`config.mk`:
```
export PLATFORM = sky130hd
export DESIGN_NAME = cfgmem_reader
export DESIGN_NICKNAME = d
export VERILOG_FILES = /design/src/rtl/cfgmem_pkg.sv /design/src/rtl/cfgmem_pin_decode.sv /design/src/rtl/cfgmem_seq_counter.sv /design/src/rtl/cfgmem_array.sv /design/src/rtl/cfgmem_reader.sv
export SDC_FILE = /design/constraint.sdc
export NUM_CORES = 2
export LEC_CHECK = 0
export BUFFER_PORTS_ARGS = -buffer_cell sky130_fd_sc_hd__buf_2
export CAP_MARGIN = 30
export CORE_ASPECT_RATIO = 1.4
export CORE_UTILIZATION = 35
export DETAILED_ROUTE_END_ITERATION = 8
export PLACE_DENSITY = 0.56
export SLEW_MARGIN = 20
export SYNTH_ARGS = -nofsm -noshare
export SYNTH_HDL_FRONTEND = slang
export SYNTH_SLANG_ARGS = --single-unit
export TNS_END_PERCENT = 50
```
`constraint.sdc`:
```
create_clock -name clk -period 6.15 [get_ports clk]
set_input_delay 0.3075 -clock clk [delete_from_list [all_inputs] [get_ports clk]]
set_output_delay 0.3075 -clock clk [all_outputs]
set_load 0.01 [all_outputs]
```
`src/rtl/cfgmem_pkg.sv`:
```
package cfgmem_pkg;
  localparam int BYTE_W = 8;
  localparam int BIT_W  = $clog2(BYTE_W);

  typedef struct packed {
    logic clear;    // force read position to start
    logic advance;  // step one bit this edge
    logic drive;    // serial output driver on
    logic standby;  // chip deselected in read mode
    logic prog;     // programming mode
  } pin_state_t;
endpackage

```
`src/rtl/cfgmem_pin_decode.sv`:
```
module cfgmem_pin_decode
  import cfgmem_pkg::*;
#(
  parameter bit RESET_LOW = 1'b1
) (
  input  logic       chip_en_n,
  input  logic       ctl_pin,
  input  logic       read_mode,
  output pin_state_t st
);
  localparam logic RESET_LEVEL = RESET_LOW ? 1'b0 : 1'b1;

  logic reset_seen;

  always_comb begin
    reset_seen = (ctl_pin == RESET_LEVEL);
    st.prog    = !read_mode;
    // reset level overrides chip select; programming mode parks the counters
    st.clear   = read_mode ? reset_seen : 1'b1;
    st.standby = read_mode && chip_en_n;
    st.drive   = read_mode && !chip_en_n && !reset_seen;
    st.advance = st.drive;
  end
endmodule

```
`src/rtl/cfgmem_seq_counter.sv`:
```
module cfgmem_seq_counter
  import cfgmem_pkg::*;
#(
  parameter int DEPTH = 256
) (
  input  logic              clk,
  input  logic              rst_n,
  input  logic              clear,
  input  logic              advance,
  output logic [$clog2(DEPTH)-1:0] addr_q,
  output logic [BIT_W-1:0]  bit_q
);
  localparam int ADDR_W = $clog2(DEPTH);
  localparam logic [ADDR_W-1:0] LAST_ADDR = ADDR_W'(DEPTH - 1);
  localparam logic [BIT_W-1:0]  LAST_BIT  = BIT_W'(BYTE_W - 1);

  logic [ADDR_W-1:0] addr_d;
  logic [BIT_W-1:0]  bit_d;
  logic              byte_end;

  always_comb begin
    addr_d   = addr_q;
    bit_d    = bit_q;
    byte_end = (bit_q == LAST_BIT);
    if (clear) begin
      addr_d = '0;
      bit_d  = '0;
    end else if (advance) begin
      bit_d = byte_end ? '0 : bit_q + 1'b1;
      if (byte_end) addr_d = (addr_q == LAST_ADDR) ? '0 : addr_q + 1'b1;
    end
  end

  always_ff @(posedge clk) begin
    if (!rst_n) begin
      addr_q <= '0;
      bit_q  <= '0;
    end else begin
      addr_q <= addr_d;
      bit_q  <= bit_d;
    end
  end

  AST_CLEAR_TO_START: assert property (@(posedge clk) disable iff (!rst_n)
    clear |=> (addr_q == '0 && bit_q == '0));
  AST_HOLD_WHEN_IDLE: assert property (@(posedge clk) disable iff (!rst_n)
    (!clear && !advance) |=> ($stable(addr_q) && $stable(bit_q)));
  AST_BIT_STEP: assert property (@(posedge clk) disable iff (!rst_n)
    (!clear && advance) |=> (bit_q == BIT_W'($past(bit_q) + 1'b1)));
  AST_ADDR_WRAP: assert property (@(posedge clk) disable iff (!rst_n)
    (!clear && advance && bit_q == LAST_BIT && addr_q == LAST_ADDR) |=> (addr_q == '0));
endmodule

```
`src/rtl/cfgmem_array.sv`:
```
module cfgmem_array
  import cfgmem_pkg::*;
#(
  parameter int DEPTH = 256
) (
  input  logic                     clk,
  input  logic                     wr_fire,
  input  logic [$clog2(DEPTH)-1:0] wr_addr,
  input  logic [BYTE_W-1:0]        wr_data,
  input  logic [$clog2(DEPTH)-1:0] rd_addr,
  output logic [BYTE_W-1:0]        rd_byte
);
  logic [BYTE_W-1:0] mem [DEPTH];

  always_ff @(posedge clk) begin
    if (wr_fire) mem[wr_addr] <= wr_data;
  end

  assign rd_byte = mem[rd_addr];
endmodule

```
`src/rtl/cfgmem_reader.sv`:
```
module cfgmem_reader
  import cfgmem_pkg::*;
#(
  parameter int DEPTH     = 256,
  parameter bit RESET_LOW = 1'b1,
  localparam int ADDR_W   = $clog2(DEPTH)
) (
  input  logic              clk,
  input  logic              rst_n,
  input  logic              chip_en_n,
  input  logic              ctl_pin,
  input  logic              read_mode,
  input  logic              wr_valid,
  output logic              wr_ready,
  input  logic [ADDR_W-1:0] wr_addr,
  input  logic [BYTE_W-1:0] wr_data,
  output logic              dout,
  output logic              dout_oe,
  output logic              standby
);
  localparam logic RESET_LEVEL = RESET_LOW ? 1'b0 : 1'b1;
  localparam logic [BIT_W-1:0] TOP_BIT = BIT_W'(BYTE_W - 1);

  pin_state_t        st;
  logic [ADDR_W-1:0] rd_addr;
  logic [BIT_W-1:0]  bit_pos;
  logic [BYTE_W-1:0] rd_byte;

  cfgmem_pin_decode #(.RESET_LOW(RESET_LOW)) u_decode (
    .chip_en_n (chip_en_n),
    .ctl_pin   (ctl_pin),
    .read_mode (read_mode),
    .st        (st)
  );

  cfgmem_seq_counter #(.DEPTH(DEPTH)) u_count (
    .clk     (clk),
    .rst_n   (rst_n),
    .clear   (st.clear),
    .advance (st.advance),
    .addr_q  (rd_addr),
    .bit_q   (bit_pos)
  );

  cfgmem_array #(.DEPTH(DEPTH)) u_mem (
    .clk     (clk),
    .wr_fire (wr_valid && wr_ready),
    .wr_addr (wr_addr),
    .wr_data (wr_data),
    .rd_addr (rd_addr),
    .rd_byte (rd_byte)
  );

  assign wr_ready = st.prog;
  assign standby  = st.standby;
  assign dout_oe  = st.drive;
  assign dout     = st.drive ? rd_byte[TOP_BIT - bit_pos] : 1'b0;

  AST_RESET_BEATS_SELECT: assert property (@(posedge clk) disable iff (!rst_n)
    (read_mode && ctl_pin == RESET_LEVEL) |-> !dout_oe);
  AST_DRIVE_NEEDS_SELECT: assert property (@(posedge clk) disable iff (!rst_n)
    dout_oe |-> (read_mode && !chip_en_n));
  AST_QUIET_WHEN_OFF: assert property (@(posedge clk) disable iff (!rst_n)
    !dout_oe |-> !dout);
  AST_STANDBY_SILENT: assert property (@(posedge clk) disable iff (!rst_n)
    (read_mode && chip_en_n) |-> (standby && !dout_oe));
  AST_PROG_MODE_QUIET: assert property (@(posedge clk) disable iff (!rst_n)
    !read_mode |-> (!dout_oe && !standby && wr_ready));
endmodule

```
=== Yosys cells after proc, flatten, opt, wreduce, memory -nomap -nowiden ===
Memories as Yosys holds them, arrays and structs flattened. A register that Yosys moved wholly into a read port is not among the register bits.
Index checks and enable logic that the tools add are counted.

* Memories kept: 1
* RAM bits: 2,048
* Output and inout port bits: 4
* Bits in registers: 11
* Logic and storage cells: 29
* Input port bits: 22

* Bitwise gates (word level): 2
* Muxes and demuxes: 10
* Magnitude comparators: 1
* Equality and inequality tests: 2
* $add $sub $neg: 3
* Reduce and logical (&&, ||, !) cells: 8

{| class="wikitable"
|+ Memories
! name !! depth !! width !! read ports !! clocked after memory_dff !! wr ports !! line !! text
|-
| u_mem.mem || 256 || 8 || 1 || 1 || 1 || cfgmem_array.sv:13 || <nowiki>logic [BYTE_W-1:0] mem [DEPTH];</nowiki>
|}

{| class="wikitable"
|+ Operator list
! operator !! count
|-
| two-way mux 8 bit || 3
|-
| adder 8 x 1 -> 8 bit, second input constant || 1
|-
| equality test 8 bit, second input constant || 1
|-
| two-way mux 1 bit || 5
|-
| logical AND 1 bit || 4
|-
| < comparator 3 x 4 -> 1 bit, second input constant || 1
|-
| adder 3 x 1 -> 3 bit, second input constant || 1
|-
| binary-select mux 1 bit (select 3 bit) || 1
|-
| equality test 3 bit, second input constant || 1
|-
| two-way mux 3 bit || 1
|-
| subtractor 3 bit, first input constant || 1
|-
| zero test 1 bit || 2
|-
| NOT 1 bit || 2
|-
| AND reduction 2 bit || 1
|-
| OR reduction 2 bit || 1
|}

=== Logic depth before layout (Yosys ltp) ===
* Word-level depth: 6
* Mapped depth: 16
* Gate-level depth less buffers: 9

=== Modules after synthesis ===
From an unflattened synthesis, not the netlist that was laid out.

* Cell total of the unflattened synthesis: 3,796
* Area total of the unflattened synthesis: 80,016.7 um^2

{| class="wikitable"
|+ By module, submodules not included
! module !! times used !! sequential area each (um^2) !! cells an instance !! area an instance (um^2)
|-
| cfgmem_array || 1 || 61,499.0 || 3,725 || 79,396.1
|-
| cfgmem_seq_counter || 1 || 220.2 || 58 || 511.7
|-
| cfgmem_reader || 1 || 0.0 || 8 || 77.6
|-
| cfgmem_pin_decode || 1 || 0.0 || 5 || 31.3
|}

=== Least setup slack after synthesis ===
OpenSTA, ideal clock, no wires.

* Path type: register to output
* Start: register with a tool-made name
* End: output dout
* Path slack: 3,085 ps
* Cell stages (with the launch flop): 13
* Data required time: 5,843 ps
* Arrival: 2,758 ps
* Buffers on the path: 5
* Path through: dfxtp_1 > buf_6 > buf_12 > buf_12 > buf_6 > buf_2 > mux4_2 > mux4_2 > o22ai_1 > nor3_1 > nand2_1 > nand4_1 > a2bb2oi_2

{| class="wikitable"
|+ RTL lines
! element !! line !! text
|-
| to (decl) || cfgmem_reader.sv:17 || <nowiki>output logic dout,</nowiki>
|}

==> results.txt <==
On the final layout, the worst clock skew is 11.60 ps. The floorplan step set the die width to 408.1 um. Clock-pin slew was measured on the worst setup and hold paths at 60 ps. For the worst setup path, the data required time is 5840 ps. During synthesis, Yosys emitted a total of 0 warnings.

The commonest register cell after synthesis was sky130_fd_sc_hd__edfxtp_1. The final-layout fill cell count was 20133. For this run, asynchronously set or reset flops after synthesis account for 0%.

The post-synthesis instance area is 80790 um^2, and the core area is 229300 um^2. The tree is rooted in a sky130_fd_sc_hd__clkbuf_16. The stage delay of the slowest cell on the critical path was 950 ps; the hold-critical path depth was 1. The logs give 0 for the max-capacitance violation count and 6 for the total count of hold-check failures in the final report. Setup total negative slack on the finished layout was measured at 0 ps. The DRC violation count after routing was 0. In the finished design, the share of the clock period the worst path needs comes to 97.78%. For the pin with the worst max-slew slack, the measured transition is 1058 ps.

Yosys mapped a number of flops with a built-in enable equal to 2048. The number of distinct standard cells referenced by the synthesized netlist was 63; the initial antenna violation count was 10. The tools report the global router's overall resource usage as 17.88%. The detailed router placed 39456 vias in this run. Entering global routing, the biggest net connects 203 pins. The worst setup path is of the register to output port kind. The total overflow left after global routing is 0.

For this design, the slowest cell found on the critical path is sky130_fd_sc_hd__dfxtp_4. By area the synthesized netlist is led by sky130_fd_sc_hd__edfxtp_1 (76%), sky130_fd_sc_hd__mux4_2 (11%), sky130_fd_sc_hd__mux2i_1 (2.8%). STA classifies the critical path startpoint as a register. The data arrival time of the critical path is 5710 ps. The worst-case clock buffer depth was 4; the via-per-instance ratio was 5.463. During I/O placement, the number of pins put on the boundary was 26. The clock net in this run drives a total of 2067 sinks.

The terminus of the critical flop-to-flop path was u_count.addr_q[3]. In this run the power density over the cells is 305.5 nW/um^2. For this run, the register share of the synthesized area comes to 76.59%. Cell depth of the worst setup path: 12. Before antenna repair, the detailed router went through 5 iterations. For the max-slew violation count, the log shows 0. Measured in cells, the most critical reg-to-reg path has a length of 6.

The largest area contributor in the netlist was sky130_fd_sc_hd__edfxtp_1. For this design the static power due to leakage is 26.50 nW. The floorplan step set the die height to 570.5 um. The worst path setup slack after routing was 136.6 ps. The min-delay analysis places its worst path in the category primary input to register. The detailed-route wire length per cell was 29.29 um. The number of nets produced by synthesis was 3936; the number of buffers added on ports was 25.

The congestion estimate from routability-driven global placement came to 0.8525. The tools report the final-report setup violation count as 0. The run finished, with violations left. For the worst-skew pair, the clock arrives at the later sink with an insertion delay of 820 ps.

Before CTS, the worst setup slack after placement is 854.0 ps. In this run the biggest area consumer among cell types represents 76.12% of the synthesized area. The tools report the global-route wire length before repair as 301600 um. For this block, the initial DRC count from the detailed router was 3747.

The run gives 208 as the number of placement rows. The tools report the post-route worst hold slack as -9.866 ps. The checks that failed: negative hold slack. VDD sags by at most 204.1 uV. TritonCTS built the clock tree. The wire-length estimate of the detail-placed layout is 129600 um.

Counting every instance in the synthesized netlist gives 3911. Traced cell by cell, the critical path runs through nand2b_4 > buf_4 > buf_4 > o22ai_1 > a2111oi_0 > a211oi_1 > a211oi_1 > a21oi_1 > nand2_1 > o32a_1 > a2bb2oi_2 > buf_2. The shortest clock period the worst path allows after layout was 6013 ps.

Average cell area after synthesis: 20.66 um^2. The critical path ends at dout. The area added between synthesis and finish was 12.31%. The element type at the critical path end was an output port. The net count of the finished layout is 4051.

Counting flops and latches in the post-synthesis netlist gives 2067. The slack of the worst reg-to-reg path was 4000 ps; the max-slew headroom at the worst pin was 29.47%. The floorplan step defined a die boundary enclosing 232800 um^2. In this run, CTS created clock tree buffers numbering 192.

The run gives 0 as the buffer count from post-CTS setup fixing. The kind of cell with the highest combined delay along the critical path is compound AO/OA/AOI/OAI gates. The initial utilization of the core area, before any placement, comes to 35.24%. The number of nets with antenna violations after detailed routing is 0. The worst register-to-register path begins at u_count.bit_q[0]. Layout cell share with drive strength beyond 1: 20.51%. The critical path contains buffers and inverters numbering 3 combined. Wires add up to 211600 um. For the number of levels in the clock H-tree, the log shows 4. The largest fanout of any net on the critical path was 46; the maximum clock rate was 166.3 MHz. The run gives 40205 as the number of global-route vias before repair.

Setup repair after global routing left no endpoint under its margin.
area by class of cell:
type / count / area [um^2] / share of cell area, %
clock inverters: 114 / 1151 / 1.269
flip-flops and latches: 2067 / 61900 / 68.22
inverters: 8 / 32.53 / 0.03585
diodes: 4 / 10.01 / 0.01103
well taps: 3045 / 3810 / 4.199
repair buffers: 156 / 1510 / 1.664
multi-input cells: 1601 / 17360 / 19.13
clock buffers: 228 / 4960 / 5.466
state kept, by name (all words and copies together) (netlist names), named ones only:
register / count
u_mem.mem: 2048
u_count.addr_q: 8
u_count.bit_q: 3
report_power, final:
group	internal, mW	switching (mW)
Combinational	0.0431	0.310
Clock	6.68	5.19
Sequential	15.5	0.00519
Total	22.2	5.51
worst min path at each step:
| stage | to | slack [ps] | start |
|---|---|---|---|
| final | u_mem.mem[225][4] | -10 | wr_data[4] |
| after global routing | u_mem.mem[225][4] | 20 | wr_data[4] |
| after CTS | u_mem.mem[227][7] | 0.9 | wr_data[7] |
| after detailed placement | register | 560 | u_count.addr_q[4] |
| after global placement | u_count.addr_q[7] | 540 | u_count.addr_q[7] |
| after floorplan | u_mem.mem[0][0] | 410 | wr_data[0] |
placed cells by master (no fill, tap or decap), types with 17 or more instances in the layout:
cell,instances
sky130_fd_sc_hd__a21oi_1,73
sky130_fd_sc_hd__a22oi_1,45
sky130_fd_sc_hd__buf_12,22
sky130_fd_sc_hd__buf_2,17
sky130_fd_sc_hd__buf_4,101
sky130_fd_sc_hd__bufinv_16,22
sky130_fd_sc_hd__clkbuf_1,34
sky130_fd_sc_hd__clkbuf_16,192
sky130_fd_sc_hd__clkinv_1,39
sky130_fd_sc_hd__clkinv_2,40
sky130_fd_sc_hd__edfxtp_1,2048
sky130_fd_sc_hd__mux2i_1,228
sky130_fd_sc_hd__mux4_1,27
sky130_fd_sc_hd__mux4_2,407
sky130_fd_sc_hd__nand2_1,88
sky130_fd_sc_hd__nand3_1,44
sky130_fd_sc_hd__nand4_1,17
sky130_fd_sc_hd__nor2_1,317
sky130_fd_sc_hd__nor3_1,42
sky130_fd_sc_hd__o21ai_0,21
sky130_fd_sc_hd__o221ai_1,82
sky130_fd_sc_hd__o22ai_1,62
layer usage:
metal / up-vias / wire [um] / global-route usage, %
met5: - / 69 / 0
met4: 10 / 9077 / 7.277
met3: 378 / 11430 / 2.349
met2: 1326 / 109400 / 31.61
met1: 21203 / 81550 / 22.04
li1: 16539 / - / -
through the flow:
stage               hold WS (ps)  cell area (um^2)  utilization [%]  cells  power, mW
floorplan                  406.4             80790                -   3911      15.84
finish                    -9.866             90730            39.57   7223      27.72
detailed placement         559.2             84450            36.83   6862      16.15
global route               21.43             90730            39.57   7220      28.36
global placement           538.1             84360            36.79   6853      16.13
CTS                       0.8751             90600            39.51   7207      27.89
cells by family after synthesis:
| group | share of synthesized area [%] |
|---|---|
| AOI/OAI and AO/OA | 3.158 |
| buffers and inverters | 1.984 |
| and+or+nand+nor | 2.998 |
| DFF | 76.59 |
| muxes | 15.15 |
| xor gates and xnor gates | 0.07589 |
| adders and majority gates | 0.04647 |
synth_stat cells (12+ instances only):
cell / count
sky130_fd_sc_hd__nor2b_1: 19
sky130_fd_sc_hd__nand4_1: 17
sky130_fd_sc_hd__o221ai_1: 82
sky130_fd_sc_hd__clkbuf_1: 101
sky130_fd_sc_hd__nand3_1: 45
sky130_fd_sc_hd__nor3_1: 42
sky130_fd_sc_hd__o21ai_0: 21
sky130_fd_sc_hd__buf_4: 18
sky130_fd_sc_hd__buf_1: 12
sky130_fd_sc_hd__o22ai_1: 62
sky130_fd_sc_hd__mux2i_1: 228
sky130_fd_sc_hd__mux4_1: 27
sky130_fd_sc_hd__a21oi_1: 73
sky130_fd_sc_hd__dfxtp_1: 19
sky130_fd_sc_hd__edfxtp_1: 2048
sky130_fd_sc_hd__nor2_1: 318
sky130_fd_sc_hd__buf_2: 40
sky130_fd_sc_hd__mux4_2: 407
sky130_fd_sc_hd__nand2_1: 89
sky130_fd_sc_hd__a211oi_1: 13
sky130_fd_sc_hd__buf_8: 13
sky130_fd_sc_hd__a22oi_1: 45
sky130_fd_sc_hd__buf_6: 46
what timing repair did:
action	in CTS	in global routing
hold buffers	3	1
hold endpoints to repair	70	4
endpoints found under the setup margin	1	0
resized for setup	1	0
Note: power is estimated with default switching activity, not from simulation.
